`src/rtl/i2c_wr_pkg.sv`:
```
package i2c_wr_pkg;
    localparam int BYTE_W = 8;
    localparam int CNT_W  = $clog2(BYTE_W + 1);

    typedef enum logic [2:0] {
        ST_IDLE,
        ST_ADDR,
        ST_ACK_A,
        ST_DATA,
        ST_ACK_D,
        ST_HOLD,
        ST_SKIP
    } rx_state_e;

    typedef struct packed {
        rx_state_e          st;
        logic [CNT_W-1:0]   cnt;
        logic [BYTE_W-1:0]  sh;
        logic [BYTE_W-1:0]  dout;
        logic               sda_pull;
        logic               scl_pull;
        logic               vld;
        logic               first;
    } rx_regs_t;
endpackage

```
`src/rtl/i2c_pad_sync.sv`:
```
module i2c_pad_sync #(
    parameter int STAGES = 2
) (
    input  logic clk,
    input  logic rst_n,
    input  logic pad,
    output logic lvl,
    output logic prev
);
    logic [STAGES:0] chain_d, chain_q;

    always_comb begin
        chain_d = {chain_q[STAGES-1:0], pad};
    end

    always_ff @(posedge clk or negedge rst_n) begin
        if (!rst_n) chain_q <= '1;
        else        chain_q <= chain_d;
    end

    assign lvl  = chain_q[STAGES-1];
    assign prev = chain_q[STAGES];
endmodule

```
`src/rtl/i2c_cond_detect.sv`:
```
module i2c_cond_detect (
    input  logic sda_lvl,
    input  logic sda_prev,
    input  logic scl_lvl,
    input  logic scl_prev,
    output logic start,
    output logic stop,
    output logic scl_rise,
    output logic scl_fall
);
    logic scl_steady_hi;

    assign scl_steady_hi = scl_lvl && scl_prev;
    assign start    = scl_steady_hi && sda_prev && !sda_lvl;
    assign stop     = scl_steady_hi && !sda_prev && sda_lvl;
    assign scl_rise = scl_lvl && !scl_prev;
    assign scl_fall = !scl_lvl && scl_prev;
endmodule

```
`src/rtl/i2c_wr_fsm.sv`:
```
module i2c_wr_fsm
    import i2c_wr_pkg::*;
#(
    parameter logic [5:0] ADDR_UPPER = 6'b011100
) (
    input  logic              clk,
    input  logic              rst_n,
    input  logic              sda_lvl,
    input  logic              scl_lvl,
    input  logic              start,
    input  logic              stop,
    input  logic              scl_rise,
    input  logic              scl_fall,
    input  logic              strap,
    input  logic              busy,
    output logic              sda_pull,
    output logic              scl_pull,
    output logic              vld,
    output logic [BYTE_W-1:0] dout
);
    localparam logic [CNT_W-1:0] FULL = CNT_W'(BYTE_W);

    rx_regs_t r_d, r_q;
    logic     addr_hit;

    assign addr_hit = (r_q.sh[BYTE_W-1:1] == {ADDR_UPPER, strap});

    always_comb begin
        r_d     = r_q;
        r_d.vld = 1'b0;
        unique case (r_q.st)
            ST_ADDR, ST_DATA: begin
                if (scl_rise && r_q.cnt < FULL) begin
                    r_d.sh  = {r_q.sh[BYTE_W-2:0], sda_lvl};
                    r_d.cnt = r_q.cnt + 1'b1;
                end
                if (scl_fall && r_q.cnt == FULL) begin
                    if (r_q.st == ST_DATA) begin
                        r_d.st       = ST_ACK_D;
                        r_d.sda_pull = 1'b1;
                        r_d.dout     = r_q.sh;
                    end else if (!addr_hit) begin
                        r_d.st = ST_SKIP;
                    end else if (r_q.sh[0]) begin
                        r_d.st = ST_IDLE;
                    end else begin
                        r_d.st       = ST_ACK_A;
                        r_d.sda_pull = 1'b1;
                    end
                end
            end
            ST_ACK_A: begin
                if (scl_fall) begin
                    r_d.sda_pull = 1'b0;
                    r_d.st       = ST_DATA;
                    r_d.cnt      = '0;
                end
            end
            ST_ACK_D: begin
                if (scl_fall) begin
                    r_d.sda_pull = 1'b0;
                    r_d.scl_pull = 1'b1;
                    r_d.vld      = 1'b1;
                    r_d.first    = 1'b1;
                    r_d.st       = ST_HOLD;
                end
            end
            ST_HOLD: begin
                r_d.first = 1'b0;
                if (!r_q.first && !busy) begin
                    r_d.scl_pull = 1'b0;
                    r_d.st       = ST_DATA;
                    r_d.cnt      = '0;
                end
            end
            default: ;
        endcase
        if (stop) begin
            r_d.st       = ST_IDLE;
            r_d.sda_pull = 1'b0;
            r_d.scl_pull = 1'b0;
        end
        if (start) begin
            r_d.st       = ST_ADDR;
            r_d.cnt      = '0;
            r_d.sda_pull = 1'b0;
            r_d.scl_pull = 1'b0;
        end
    end

    always_ff @(posedge clk or negedge rst_n) begin
        if (!rst_n) begin
            r_q <= '{st: ST_IDLE, cnt: '0, sh: '0, dout: '0,
                     sda_pull: 1'b0, scl_pull: 1'b0, vld: 1'b0, first: 1'b0};
        end else begin
            r_q <= r_d;
        end
    end

    assign sda_pull = r_q.sda_pull;
    assign scl_pull = r_q.scl_pull;
    assign vld      = r_q.vld;
    assign dout     = r_q.dout;

    // the byte strobe never lasts longer than one cycle
    a_r6_single_pulse: assert property (@(posedge clk) disable iff (!rst_n)
        r_q.vld |=> !r_q.vld);

    // a delivered byte always comes with SCL held low
    a_r7_hold_with_valid: assert property (@(posedge clk) disable iff (!rst_n)
        r_q.vld |-> r_q.scl_pull);

    // busy keeps the SCL hold in place
    a_r7_busy_keeps_hold: assert property (@(posedge clk) disable iff (!rst_n)
        (r_q.scl_pull && busy && !start && !stop) |=> r_q.scl_pull);

    // a STOP releases both lines on the next clock
    a_r8_stop_release: assert property (@(posedge clk) disable iff (!rst_n)
        stop |=> (!r_q.sda_pull && !r_q.scl_pull));

    // the acknowledge pull moves only in the SCL low phase
    a_r10_ack_low_phase: assert property (@(posedge clk) disable iff (!rst_n)
        !$stable(r_q.sda_pull) |-> (!scl_lvl || $past(start || stop)));

    // an ignored transfer stays silent
    a_r3_skip_quiet: assert property (@(posedge clk) disable iff (!rst_n)
        (r_q.st == ST_SKIP) |-> (!r_q.sda_pull && !r_q.vld));

    // idle never drives the bus
    a_r4_idle_quiet: assert property (@(posedge clk) disable iff (!rst_n)
        (r_q.st == ST_IDLE) |-> (!r_q.sda_pull && !r_q.scl_pull));
endmodule

```
`src/rtl/i2c_wr_target.sv`:
```
module i2c_wr_target
    import i2c_wr_pkg::*;
#(
    parameter int         SYNC_STAGES = 2,
    parameter logic [5:0] ADDR_UPPER  = 6'b011100
) (
    input  logic              clk,
    input  logic              rst_n,
    input  logic              sda_i,
    input  logic              scl_i,
    input  logic              addr_lsb_strap,
    input  logic              busy_i,
    output logic              sda_pull_o,
    output logic              scl_pull_o,
    output logic              byte_valid_o,
    output logic [BYTE_W-1:0] byte_data_o
);
    localparam int LINES = 2;

    logic [LINES-1:0] pads, lvl, prev;
    logic start, stop, scl_rise, scl_fall;

    assign pads = {scl_i, sda_i};

    for (genvar g = 0; g < LINES; g++) begin : g_sync
        i2c_pad_sync #(.STAGES(SYNC_STAGES)) u_sync (
            .clk  (clk),
            .rst_n(rst_n),
            .pad  (pads[g]),
            .lvl  (lvl[g]),
            .prev (prev[g])
        );
    end

    i2c_cond_detect u_det (
        .sda_lvl (lvl[0]),
        .sda_prev(prev[0]),
        .scl_lvl (lvl[1]),
        .scl_prev(prev[1]),
        .start   (start),
        .stop    (stop),
        .scl_rise(scl_rise),
        .scl_fall(scl_fall)
    );

    i2c_wr_fsm #(.ADDR_UPPER(ADDR_UPPER)) u_fsm (
        .clk     (clk),
        .rst_n   (rst_n),
        .sda_lvl (lvl[0]),
        .scl_lvl (lvl[1]),
        .start   (start),
        .stop    (stop),
        .scl_rise(scl_rise),
        .scl_fall(scl_fall),
        .strap   (addr_lsb_strap),
        .busy    (busy_i),
        .sda_pull(sda_pull_o),
        .scl_pull(scl_pull_o),
        .vld     (byte_valid_o),
        .dout    (byte_data_o)
    );
endmodule

```
`config.mk`:
```
export PLATFORM = sky130hd
export DESIGN_NAME = i2c_wr_target
export DESIGN_NICKNAME = d
export VERILOG_FILES = /design/src/rtl/i2c_wr_pkg.sv /design/src/rtl/i2c_pad_sync.sv /design/src/rtl/i2c_cond_detect.sv /design/src/rtl/i2c_wr_fsm.sv /design/src/rtl/i2c_wr_target.sv
export SDC_FILE = /design/constraint.sdc
export NUM_CORES = 1
export LEC_CHECK = 0
export ABC_AREA = 1
export BUFFER_PORTS_ARGS = -buffer_cell sky130_fd_sc_hd__buf_2
export CORE_ASPECT_RATIO = 1.75
export CORE_UTILIZATION = 30
export DETAILED_ROUTE_END_ITERATION = 12
export PLACE_DENSITY_LB_ADDON = 0.3
export SYNTH_ARGS = -nofsm -noshare
export SYNTH_HDL_FRONTEND = slang
export SYNTH_SLANG_ARGS = --single-unit
export TNS_END_PERCENT = 10
```
`constraint.sdc`:
```
create_clock -name clk -period 2.15 [get_ports clk]
set_clock_uncertainty 0.1 [all_clocks]
set_input_delay 0.5375 -clock clk [delete_from_list [all_inputs] [get_ports clk]]
set_output_delay 0.5375 -clock clk [all_outputs]
set_load 0.02 [all_outputs]
```
==> results by group <==
Run status
  • Status: finished clean

Synth
  • Post-Synth Adder-Cell Area: 1.50%
  • Async SR Flop Fraction: 100%
  • XOR/XNOR Fraction of Synth Area: 0.526%
  • Compound-Gate Fraction of Synth Area: 9.53%
  • Unique masters post-synth: 23
  • Register area share after synthesis: around 50%
  • Mapped Area: ~1700 µm²
  • Warnings, synthesis: 0
  • Syn_area_per_cell: 8.21 µm²
  • Largest family of logic cells by synthesized area: simple AND/OR/NAND/NOR gates
  • Post-Syn Nets: around 210
  • Mapped Cells: slightly above 200
  • Mux contribution to synthesized area: 0%
  • Number of synthesized flops with an enable pin: 0
  • Seq cells post-synth: 33
  • Primary FF master, synth: dfrtp_1
  • Synth Area in Simple Gates: a little over a quarter

Global route
  • GRT Overall Usage: 12.8%
  • Largest net degree at the start of global routing: 34
  • First-pass GRT wire length: 5690 µm
  • Initial antenna violation count: 0
  • Overflow after GRT: 0
  • Vias in the first global route: 1,297

Routing
  • Avg WL per Cell: 10.3 µm
  • First-iteration detailed-routing DRC count: 55
  • DR vias: 1,243
  • WL final: 2990 µm
  • 1st-pass router iterations: 4
  • Vias/cell: approximately 4.3
  • Number of remaining DRC errors: 0
  • ANT nets after route: 0

Timing
  • Max-slew violations: 0
  • Finish-stage setup viols: 0
  • Unrepaired setup endpoints after global routing: no
  • Normalized max-slew margin: 52.6%
  • Worst-margin pin slew: 711 ps
  • TNS Setup: 0 ps
  • Fin Hold WS: 194 ps
  • Hold violation count in the final report: 0
  • Crit share post-route: 81.5%
  • Fmax: 571 MHz
  • Post-route minimum period: 1750 ps

Clocking
  • Post-CTS Hold Buffers: 0
  • Setup bufs post-CTS: 0
  • CTS HTree Levels: 2
  • CTS tree: done
  • TritonCTS Buffers: 5
  • Clock Tree Root: clkbuf_8
  • CTS clk-pin slew, worst paths: 70 ps
  • CTS max path bufs: 2
  • Post-CTS sizing: 0
  • Clock insertion delay at the later pin of the skew report: 290 ps
  • # clock sinks: 33

Critical path
  • Maximum fanout along the worst path: 16
  • Worst path required time: 2260 ps
  • FF-to-FF setup slack: 400 ps
  • Worst r2r src: u_fsm.r_q[20]$_DFFE_PN0P_
  • Crit path DAT: 1860 ps
  • Worst setup path start: u_fsm.r_q[20]$_DFFE_PN0P_
  • Critical path class: flip-flop to flip-flop
  • Crit path launch type: flip-flop
  • Crit. End Element: flip-flop

Layout
  • Layout cell share with drive strength beyond 1: 22.6%
  • # nets final: approximately 220
  • Filler cells: 603
  • Syn-to-layout area delta: 12.8%
  • Number of diodes: 0

Power and ir drop
  • Peak supply drop: 0.445 mV
  • Leak: approximately 0.00094 µW
  • PwrDens: 1140 nW/µm²

Job
  • Maxcap violations: 0

Hold path
  • Hold Crit Class: input pin to async pin

Floorplan
  • I/O pin cnt: 17
  • Placeable core area: 5300 µm²
  • Row count: 35
  • Die width: ~58 µm
  • DIE AREA: 5870 µm²
  • Initial Utilization: 31.5%
  • Die height: roughly 100 µm

Placement
  • Port bufs: 16
  • GPL Wtd Cong: 0.774
  • Detailed Place HPWL: 2210 µm
[layout make-up]
class,instances,area (µm²),area share (%)
Tap cell,74,92.6,4.92
Inverter,29,109,5.79
Clock inverter,2,37.5,2.00
Clock buffer,6,82.6,4.39
Multi-Input combinational cell,130,638,33.9
Timing Repair Buffer,17,87.6,4.66
Sequential cell,33,833,44.3
[metrics by stage]
stage / util (%) / setup WS, ps / instance area, µm² / std cells / power (µW)
global route: 35.5 / 69.5 / 1880 / 291 / 2360
CTS: 35.5 / 367 / 1880 / 291 / 2190
detailed placement: 33.2 / 396 / 1760 / 283 / 1560
global placement: 33.2 / 415 / 1760 / 283 / 1560
floorplan: - / 583 / 1670 / 203 / 1390
finish: 35.5 / 398 / 1880 / 291 / 2150
[metal layers]
metal	global-route usage (%)	vias to the layer above	part of all wire [%]
li1	-	648	-
met1	14.2	566	43
met2	22.4	22	51
met3	3.08	7	3.3
met4	6.04	0	2.2
met5	0	-	0
[synth_stat cells (2+ instances only)]
cell type / count / area, µm²
nand2_1: 51 / 191
inv_1: 28 / 105
dfrtp_1: 27 / 676
nor2_1: 21 / 78.8
nand3_1: 16 / 80.1
o21ai_0: 12 / 60.1
o21ai_2: 9 / 78.8
buf_4: 8 / 60.1
dfstp_2: 6 / 158
nand2_2: 4 / 25.0
nand4_1: 3 / 18.8
o21ai_1: 3 / 15.0
buf_6: 2 / 22.5
ha_1: 2 / 25.0
nor2_2: 2 / 12.5
or2_1: 2 / 12.5
[sequential cells by signal (all words and copies together), names as in the netlist]
name,count
u_fsm.vld,1
u_fsm.r_q,16
u_fsm.dout,8
u_fsm.sda_pull,1
g_sync.u_sync.chain_q,6
u_fsm.scl_pull,1
[path summary, 6_finish.rpt]
kind	end	cells past startpoint
worst min register to register	g_sync[1].u_sync.chain_q[1]$_DFF_PN1_	0
worst max-delay path	u_fsm.dout[1]$_DFFE_PN0P_	8
worst max register to register	u_fsm.dout[1]$_DFFE_PN0P_	8
worst min-delay path	u_fsm.dout[6]$_DFFE_PN0P_	1
min in group clk	g_sync[0].u_sync.chain_q[0]$_DFF_PN1_	1
max in group asynchronous	u_fsm.r_q[25]$_DFFE_PN0P_	1
[cells by family after synthesis]
logic type / count (synthesis)
AO/OA/AOI/OAI: 25
XOR/XNOR: 1
adder cells (fa/ha/maj): 2
buffers and inverters: 40
flip-flops: 33
AND/OR/NAND/NOR: 102
[worst max-delay path, cell delays in order (launching register included)]
cell and delay (ps):
dfrtp_1 410, inv_1 80, ha_1 190, nand2_1 60, inv_1 30, nand3_1 90
or2_1 520, nand2_1 130, o21ai_2 80
[layout by cell type, fill, tap and decap left out]
master and n:
or2_1 2, o21ai_0 12, o21ai_2 9, ha_1 2, inv_2 1, dfrtp_1 27
nand3_1 16, bufinv_16 1, nand2_1 51, inv_1 28, o21ai_1 3, clkbuf_8 6
nor2_2 2, nand3_2 1, buf_2 16, nor2_4 1, dfstp_2 6, nand2_2 4
nand4_1 3, nor2_1 21, a21oi_1 1, clkinvlp_4 1, nor3_1 1, xnor2_1 1
buf_4 1
[report_power, final]
| group | internal (µW) | switching [µW] | total (µW) |
|---|---|---|---|
| sequential | 738 | 95.1 | 833 |
| combinational | 236 | 473 | 709 |
| clock | 377 | 233 | 610 |
No activity file was read; power rests on OpenSTA's default activity.
